File: config.mk
export PLATFORM = sky130hd
export DESIGN_NAME = pc_next_unit
export DESIGN_NICKNAME = d
export VERILOG_FILES = /design/src/rtl/pc_next_pkg.sv /design/src/rtl/pc_flow_decode.sv /design/src/rtl/pc_target_calc.sv /design/src/rtl/pc_hold_reg.sv /design/src/rtl/pc_next_unit.sv
export SDC_FILE = /design/constraint.sdc
export NUM_CORES = 1
export LEC_CHECK = 0
export BUFFER_PORTS_ARGS = -buffer_cell sky130_fd_sc_hd__buf_2
export CORE_ASPECT_RATIO = 0.75
export CORE_MARGIN = 2
export CORE_UTILIZATION = 50
export CTS_BUF_LIST = sky130_fd_sc_hd__clkbuf_16
export CTS_CLUSTER_DIAMETER = 150
export CTS_CLUSTER_SIZE = 40
export DETAILED_ROUTE_END_ITERATION = 10
export HOLD_SLACK_MARGIN = 0.12
export PLACE_DENSITY = 0.81
export SYNTH_ARGS = -nofsm -noshare
export SYNTH_HDL_FRONTEND = slang
export SYNTH_HIERARCHICAL = 1
export SYNTH_SLANG_ARGS = --single-unit
File: constraint.sdc
create_clock -name clk -period 5.1 [get_ports clk]
set_clock_uncertainty 0.05 [all_clocks]
set_input_delay 1.02 -clock clk [delete_from_list [all_inputs] [get_ports clk]]
set_output_delay 1.02 -clock clk [all_outputs]
set_load 0.005 [all_outputs]
File: src/rtl/pc_next_pkg.sv
// Package: shared opcode values and the decoded control-flow kind.
// Assumes the opcode occupies the top six bits of the instruction word.
package pc_next_pkg;
    localparam int OPC_W = 6;

    localparam logic [OPC_W-1:0] OPC_JMP = 6'd2;
    localparam logic [OPC_W-1:0] OPC_JAL = 6'd3;
    localparam logic [OPC_W-1:0] OPC_BEQ = 6'd4;
    localparam logic [OPC_W-1:0] OPC_BNE = 6'd5;

    typedef enum logic [2:0] {
        FLOW_SEQ,
        FLOW_BEQ,
        FLOW_BNE,
        FLOW_JMP,
        FLOW_JAL
    } flow_e;
endpackage

File: src/rtl/pc_flow_decode.sv
// Decoder: classifies the opcode and resolves branch direction.
// Assumes regs_equal is valid in the same cycle as the instruction.
module pc_flow_decode
    import pc_next_pkg::*;
#(
    parameter int XLEN = 32
) (
    input  logic [XLEN-1:0] instr,
    input  logic            regs_equal,
    output flow_e           kind,
    output logic            take_branch,
    output logic            take_jump
);
    localparam int OPC_LSB = XLEN - OPC_W;

    logic [OPC_W-1:0] opc;
    assign opc = instr[XLEN-1:OPC_LSB];

    // Map the opcode onto a control-flow kind.
    always_comb begin
        unique case (opc)
            OPC_BEQ: kind = FLOW_BEQ;
            OPC_BNE: kind = FLOW_BNE;
            OPC_JMP: kind = FLOW_JMP;
            OPC_JAL: kind = FLOW_JAL;
            default: kind = FLOW_SEQ;
        endcase
    end

    // Decide whether a branch or jump redirects the fetch.
    always_comb begin
        take_branch = ((kind == FLOW_BEQ) && regs_equal) ||
                      ((kind == FLOW_BNE) && !regs_equal);
        take_jump   = (kind == FLOW_JMP) || (kind == FLOW_JAL);
    end
endmodule

File: src/rtl/pc_target_calc.sv
// Target calculator: forms sequential, PC-relative and region-direct
// addresses and selects one. Assumes word-aligned addresses.
module pc_target_calc #(
    parameter int XLEN    = 32,
    parameter int IMM_W   = 16,
    parameter int JADDR_W = 26
) (
    input  logic [XLEN-1:0] pc_cur,
    input  logic [XLEN-1:0] instr,
    input  logic            take_branch,
    input  logic            take_jump,
    output logic [XLEN-1:0] pc_seq,
    output logic [XLEN-1:0] pc_next
);
    localparam int EXT_W = XLEN - IMM_W - 2;
    localparam int REG_W = XLEN - JADDR_W - 2;

    logic [IMM_W-1:0]   imm;
    logic [JADDR_W-1:0] jaddr;
    logic [XLEN-1:0]    br_off;
    logic [XLEN-1:0]    br_tgt;
    logic [XLEN-1:0]    jmp_tgt;

    assign imm   = instr[IMM_W-1:0];
    assign jaddr = instr[JADDR_W-1:0];

    // Compute the three candidate addresses.
    always_comb begin
        pc_seq  = pc_cur + XLEN'(4);
        br_off  = {{EXT_W{imm[IMM_W-1]}}, imm, 2'b00};
        br_tgt  = pc_seq + br_off;
        jmp_tgt = {pc_cur[XLEN-1 -: REG_W], jaddr, 2'b00};
    end

    // Pick the redirect, jump before branch before sequential.
    always_comb begin
        if (take_jump)        pc_next = jmp_tgt;
        else if (take_branch) pc_next = br_tgt;
        else                  pc_next = pc_seq;
    end
endmodule

File: src/rtl/pc_hold_reg.sv
// Address register: synchronous active-low reset to START_ADDR,
// holds while stall is high, otherwise loads the chosen address.
module pc_hold_reg #(
    parameter int              XLEN       = 32,
    parameter logic [XLEN-1:0] START_ADDR = '0
) (
    input  logic            clk,
    input  logic            rst_n,
    input  logic            stall,
    input  logic [XLEN-1:0] pc_next,
    output logic [XLEN-1:0] pc_q
);
    // Update the current address once per cycle.
    always_ff @(posedge clk) begin
        if (!rst_n)      pc_q <= START_ADDR;
        else if (!stall) pc_q <= pc_next;
    end

    // a stalled cycle leaves the address untouched.
    p_stall_hold_r8: assert property (@(posedge clk) disable iff (!rst_n)
        stall |=> $stable(pc_q));
endmodule

File: src/rtl/pc_next_unit.sv
// Top: program counter with next-address selection and link output.
// Assumes instr is the word fetched from pc in the same cycle.
module pc_next_unit
    import pc_next_pkg::*;
#(
    parameter int                  XLEN       = 32,
    parameter int                  IMM_W      = 16,
    parameter int                  JADDR_W    = 26,
    parameter int                  RIDX_W     = 5,
    parameter logic [RIDX_W-1:0]   LINK_REG   = 5'd31,
    parameter logic [XLEN-1:0]     START_ADDR = 32'h0001_3880
) (
    input  logic              clk,
    input  logic              rst_n,
    input  logic              stall,
    input  logic [XLEN-1:0]   instr,
    input  logic              regs_equal,
    output logic [XLEN-1:0]   pc,
    output logic              link_we,
    output logic [RIDX_W-1:0] link_addr,
    output logic [XLEN-1:0]   link_data
);
    localparam int REG_W = XLEN - JADDR_W - 2;

    flow_e           kind;
    logic            take_branch;
    logic            take_jump;
    logic [XLEN-1:0] pc_seq;
    logic [XLEN-1:0] pc_next;

    pc_flow_decode #(.XLEN(XLEN)) u_dec (
        .instr       (instr),
        .regs_equal  (regs_equal),
        .kind        (kind),
        .take_branch (take_branch),
        .take_jump   (take_jump)
    );

    pc_target_calc #(.XLEN(XLEN), .IMM_W(IMM_W), .JADDR_W(JADDR_W)) u_tgt (
        .pc_cur      (pc),
        .instr       (instr),
        .take_branch (take_branch),
        .take_jump   (take_jump),
        .pc_seq      (pc_seq),
        .pc_next     (pc_next)
    );

    pc_hold_reg #(.XLEN(XLEN), .START_ADDR(START_ADDR)) u_reg (
        .clk     (clk),
        .rst_n   (rst_n),
        .stall   (stall),
        .pc_next (pc_next),
        .pc_q    (pc)
    );

    // Drive the return-address write for jump-and-link.
    always_comb begin
        link_we   = (kind == FLOW_JAL) && !stall;
        link_addr = LINK_REG;
        link_data = pc_seq;
    end

    // a non-control opcode advances by one word.
    p_seq_step_r2: assert property (@(posedge clk) disable iff (!rst_n)
        (!stall && kind == FLOW_SEQ) |=> (pc == $past(pc) + XLEN'(4)));

    // an equal-branch that fails falls through.
    p_beq_fall_r4: assert property (@(posedge clk) disable iff (!rst_n)
        (!stall && kind == FLOW_BEQ && !regs_equal) |=> (pc == $past(pc) + XLEN'(4)));

    // a jump keeps the region bits of the current address.
    p_jump_region_r6: assert property (@(posedge clk) disable iff (!rst_n)
        (!stall && take_jump) |=>
        (pc[XLEN-1 -: REG_W] == $past(pc[XLEN-1 -: REG_W]) && pc[1:0] == 2'b00));

    // the link request returns one word past the current address.
    p_link_value_r7: assert property (@(posedge clk) disable iff (!rst_n)
        link_we |=> ($past(link_data) == $past(pc) + XLEN'(4)));
endmodule

Yosys cells after proc, flatten, opt, wreduce, memory -nomap -nowiden:

Cells that the tools add are included.

* register bits after elaboration: 32
* input port bits: 36
* logic and storage cells: 25

* add/sub/neg operators: 2
* equality and inequality tests: 8
* multiplexer cells: 3
* bitwise logic cells: 2
* reductions and logical operators: 8

Operators by type and width (number)
* 32-bit by 3-bit adder with 32-bit output (second input constant): 1
* 32-bit adder: 1
* 32-bit 2-to-1 mux: 1
* 28-bit 2-to-1 mux: 1
* 6-bit by 2-bit == test with 1-bit output (second input constant): 2
* 6-bit by 3-bit == test with 1-bit output (second input constant): 2
* 3-bit one-hot mux with 4 select lines: 1
* 3-bit by 2-bit == test with 1-bit output (second input constant): 2
* 3-bit by 1-bit == test with 1-bit output (second input constant): 1
* 3-bit == test (second input constant): 1
* 1-bit logical AND: 3
* 1-bit logical NOT: 2
* 1-bit logical OR: 2
* 1-bit NOT: 2
* 2-bit AND reduction: 1

Longest topological paths before layout:

* depth after elaboration: 7
* mapped depth: 20
* depth with buffers taken out: 19

Modules after synthesis:

Netlist, hierarchy kept.

Modules (own cells, without submodules)
* pc_target_calc: instances 1, cells each 443, area an instance 2880.3 µm²
* pc_hold_reg: instances 1, cells each 103, area an instance 1231.2 µm²
* pc_flow_decode: instances 1, cells each 12, area an instance 93.8 µm²
* pc_next_unit: instances 1, cells each 7, area an instance 56.3 µm²

Worst setup path after synthesis:

No wires, ideal clock.

* kind: register -> register
* from: register u_reg.pc_q[2]
* to: register u_reg.pc_q[31]
* setup time: 0.065 ns
* arrival time: 3.705 ns
* slack: 1.280 ns
* stages on the path, launching flop included: 21
* path buffers: 1
* cells stage by stage: dfxtp_1 ha_1 nand2_1 nor2_1 and3_1 nor2b_1 and3_1 xor2_1 ha_1 clkbuf_1 a21o_1 a21o_1 a21o_1 a31oi_1 o21ai_0 nor2_1 mux2_2 nand2_1 a221oi_1 mux2i_1 nor2b_1

* longest elaborated chain between the ends: 3

Ends and longest elaborated chain
* start: declaration: line pc_hold_reg.sv:11 `output logic [XLEN-1:0] pc_q`
* start signal: assignment: line pc_hold_reg.sv:16 `else if (!stall) pc_q <= pc_next;`
* 32-bit by 3-bit adder with 32-bit output: line pc_target_calc.sv:29 `pc_seq = pc_cur + XLEN'(4);`
* named net link_data[24]: line pc_next_unit.sv:21 `output logic [XLEN-1:0] link_data`
* 32-bit adder: line pc_target_calc.sv:31 `br_tgt = pc_seq + br_off;`
* 32-bit 2-to-1 mux: line pc_target_calc.sv:38 `else if (take_branch) pc_next = br_tgt;`

The timed path passes the listed nets, and every way through them passes these cells.
A chain may end at the register's enable or synchronous reset.

Worst setup path after layout:

* from: register u_reg.pc_q[2]
* to: register u_reg.pc_q[31]

* longest elaborated chain between the ends: 3

Ends and longest elaborated chain (line)
* 32-bit by 3-bit adder with 32-bit output (*): pc_target_calc.sv:29
* 32-bit adder: pc_target_calc.sv:31
* 32-bit 2-to-1 mux (*): pc_target_calc.sv:38

Every way passes the cells marked *; elsewhere a longest branch is shown, timed or not.

==> summary.txt <==
Synthesis
  – Sequential-to-total area share from yosys stat: 15.03%
  – Post-synth top cells: 69 x nand2_1, 46 x a21oi_1, 42 x nor2_1, 36 x ha_1, 36 x mux2i_1
  – Async S/R FF share, synth: 0%
  – Synth Register Bits: 32
  – Dominant synthesized flop cell: dfxtp_1
  – Post-synthesis cell count: between 500 and 600
  – Post-synth EDFFs: 0
  – Post-Syn Area: between 4000 and 5000 µm²
  – Synth area leaders: dfxtp_1 15%, ha_1 11%, mux2i_1 8.5%, nand2_1 6.1%, xnor2_1 6.0%
  – Syn Area/Cell: roughly 7.5 µm²
  – Top cell type's share of synthesized area: 15.03%
  – Most common cell in the netlist: nand2_1
  – Synth cell types: 67
  – Cell taking the most area after synthesis: dfxtp_1
  – Number of synthesis warnings: 6

Critical path
  – Critical Path Source: u_reg/pc_q[2]
  – Setup crit end kind: register
  – Startpoint types: register
  – Most frequent CP cell: a21o_1
  – R2r setup slk: about 720 ps
  – Arrival time worst endpoint: roughly 4500 ps
  – Max incr delay on CP: 410 ps
  – Crit-path cells: ha_1, nand2_1, nor2_1, and3_1, nor2b_1, and3_1, xor2_1, ha_1, a21o_1, a21o_1, a21o_1, a31oi_1, o21ai_0, nor2_1, mux2_2, nand2_1, a221oi_1, mux2i_1, nor2b_1
  – Worst Path Max Fanout: 8
  – Reg2Reg Depth: 19
  – Slowest-stage cell, CP: dfxtp_1
  – Setup CP Type: register to register
  – FF-to-FF Start: u_reg/pc_q[2]
  – Worst reg2reg path endpoint: u_reg/pc_q[31]
  – Worst Path Required: around 5300 ps

CTS
  – CTS Sinks: 32
  – Clk_lat worst skew: 280 ps
  – Post-CTS Setup Inserts: 0
  – Post-cts sizing count: 0
  – CTS Root Cell: clkbuf_16
  – Total CTS buffers: 5
  – CTS tree: yes
  – Hold_buf cts: 0
  – CTS Buffer Depth: 2
  – # H-tree levels: 2
  – Worst-path clk slew: approximately 60 ps

Placed design
  – Placed Instances: 750
  – Post-DP HPWL: slightly below 10,000 µm
  – PortBufs: 100
  – Pre-CTS WS: roughly 850 ps
  – RePlAce Congestion: slightly below 1

Cells and area
  – Inserted Diodes: 0
  – Max reg flops: 32
  – FF/Latch Area: ~640 µm²
  – Final cell count without fillers: between 700 and 800
  – Biggest register: u_reg/pc_q
  – Largest regs: u_reg/pc_q x32
  – Layout cell share with drive strength beyond 1: between 20% and 30%
  – Fill cell count: ~740
  – NumNets Final: 722
  – Layout area overhead: 15.36%
  – Area of the multi-input gates: ~3400 µm²

Floorplanning
  – Die width: approximately 110 µm
  – Row count: 29
  – IO Pins: 106
  – Die height: ~84 µm
  – Die ar.: approximately 9300 µm²
  – CORE AREA: 8382 µm²
  – Starting Density: around half

Detailed routing
  – Routed Antenna Nets: 0
  – Vias: 4,541
  – Routed WL: ~13,000 µm
  – Initial DRC count: 475
  – # DRC: 0
  – Pre-Repair DR Iteration Count: 5
  – Via/cell ratio: 5.991
  – WL/cell: 17.17 µm

Timing
  – Setup tns final: 0 ps
  – Fin crit share: a little under nine tenths
  – Slew headroom: 60.75%
  – Final Max Slew Viols: 0
  – Final WS setup: approximately 720 ps
  – Final hold violations: 0
  – RSZ-0062 raised after global routing: false
  – Tightest Pin Transition: 588.8 ps
  – Achievable clock frequency: between 200 and 250 MHz
  – # setup viols final: 0
  – Min cycle time layout: ~4400 ps

GRT
  – Vias in the first global route: 4,182
  – Gr usage total: between 20% and 30%
  – Initial antenna violation count: 0
  – Largest net degree at the start of global routing: 43
  – Grt total ovfl: 0
  – First-pass GRT wire length: roughly 21,000 µm

Min path
  – Hold EP: u_reg/pc_q[8]
  – Hold path depth: 2
  – Hold Crit Start: u_reg/pc_q[8]
  – Hold Crit Class: register to register

Run
  – Max-capacitance violation count: 0

Power and ir drop
  – VDD IR max: 0.2142 mV
  – Leakage: ~2.3 nW
  – Power per Cell Area: about 170 nW/µm²

Status
  – Status: finished clean
worst max path at each step:
stage	to	slack (ps)	depth (start not counted)
floorplan	u_reg/pc_q[31]	1280	20
global placement	u_reg/pc_q[29]	840	18
detailed placement	u_reg/pc_q[31]	850	19
CTS	u_reg/pc_q[31]	780	19
global route	u_reg/pc_q[31]	290	19
finish	u_reg/pc_q[31]	720	19
cells by family after synthesis:
group,share of synthesized area [%]
other,0.08800
adder cells (fa/ha/maj),11.04
multiplexers,8.984
flip-flops,15.03
buffers and inverters,6.430
XOR/XNOR,10.89
AO/OA/AOI/OAI,23.34
AND/OR/NAND/NOR,24.19
final cells by class:
cell class / count / share of cell area, %
timing repair buffer: 106 / 11.10
clock buffer: 5 / 2.545
clock inverter: 3 / 0.7890
inverter: 16 / 1.222
multi-input combinational: 488 / 68.57
tap: 108 / 2.749
sequential: 32 / 13.03
critical path: cells and delay by family, from the launching register on:
family | cells | cell delay (ps)
AOI/OAI and AO/OA | 6 | 1150
xor gates and xnor gates | 1 | 250
adders and majority gates | 2 | 610
DFF | 1 | 410
muxes | 2 | 280
and+or+nand+nor | 8 | 1550
report_power, final:
group          switching (W)  leakage, nW  total, W  internal (W)
combinational       0.000133         2.00  0.000230     0.0000978
clock               0.000121       0.0850  0.000349      0.000228
sequential        0.00000784        0.259  0.000263      0.000255
total               0.000261         2.34  0.000843      0.000581
routing by layer:
metal	vias to the layer above	GRT usage, %	part of all wire, %
li1	2182	-	-
met1	2108	38.77	46
met2	237	43.45	44
met3	14	5.592	9.6
met4	0	4.773	1.1
met5	-	0	0
stage by stage:
step                      power [W]  instance area, µm²  utilization [%]  hold slack [ps]
after global routing      0.0008758                4916            58.65            538.6
final                     0.0008426                4916            58.65            525.4
after CTS                 0.0008442                4916            58.65            520.3
after global placement    0.0004873                4752            56.69            478.8
after floorplan           0.0004331                4277                -            475.6
after detailed placement  0.0004936                4752            56.69            504.6
cells in the final DEF, fill, tap and decap left out, types with 6 or more instances in the layout:
master,Yosys,routed
a211oi_1,7,7
a21o_1,13,13
a21oi_1,46,46
a31oi_1,6,6
and3_1,13,13
buf_2,3,100
buf_4,8,6
dfxtp_1,32,32
ha_1,36,36
inv_1,14,15
mux2i_1,36,36
nand2_1,69,69
nand3_1,12,12
nand4_1,10,10
nor2_1,42,41
nor2b_1,32,32
nor3_1,9,9
o21ai_0,15,15
o21ai_1,16,16
xnor2_1,29,29
xor2_1,24,24
No activity file was read; power rests on OpenSTA's default activity.
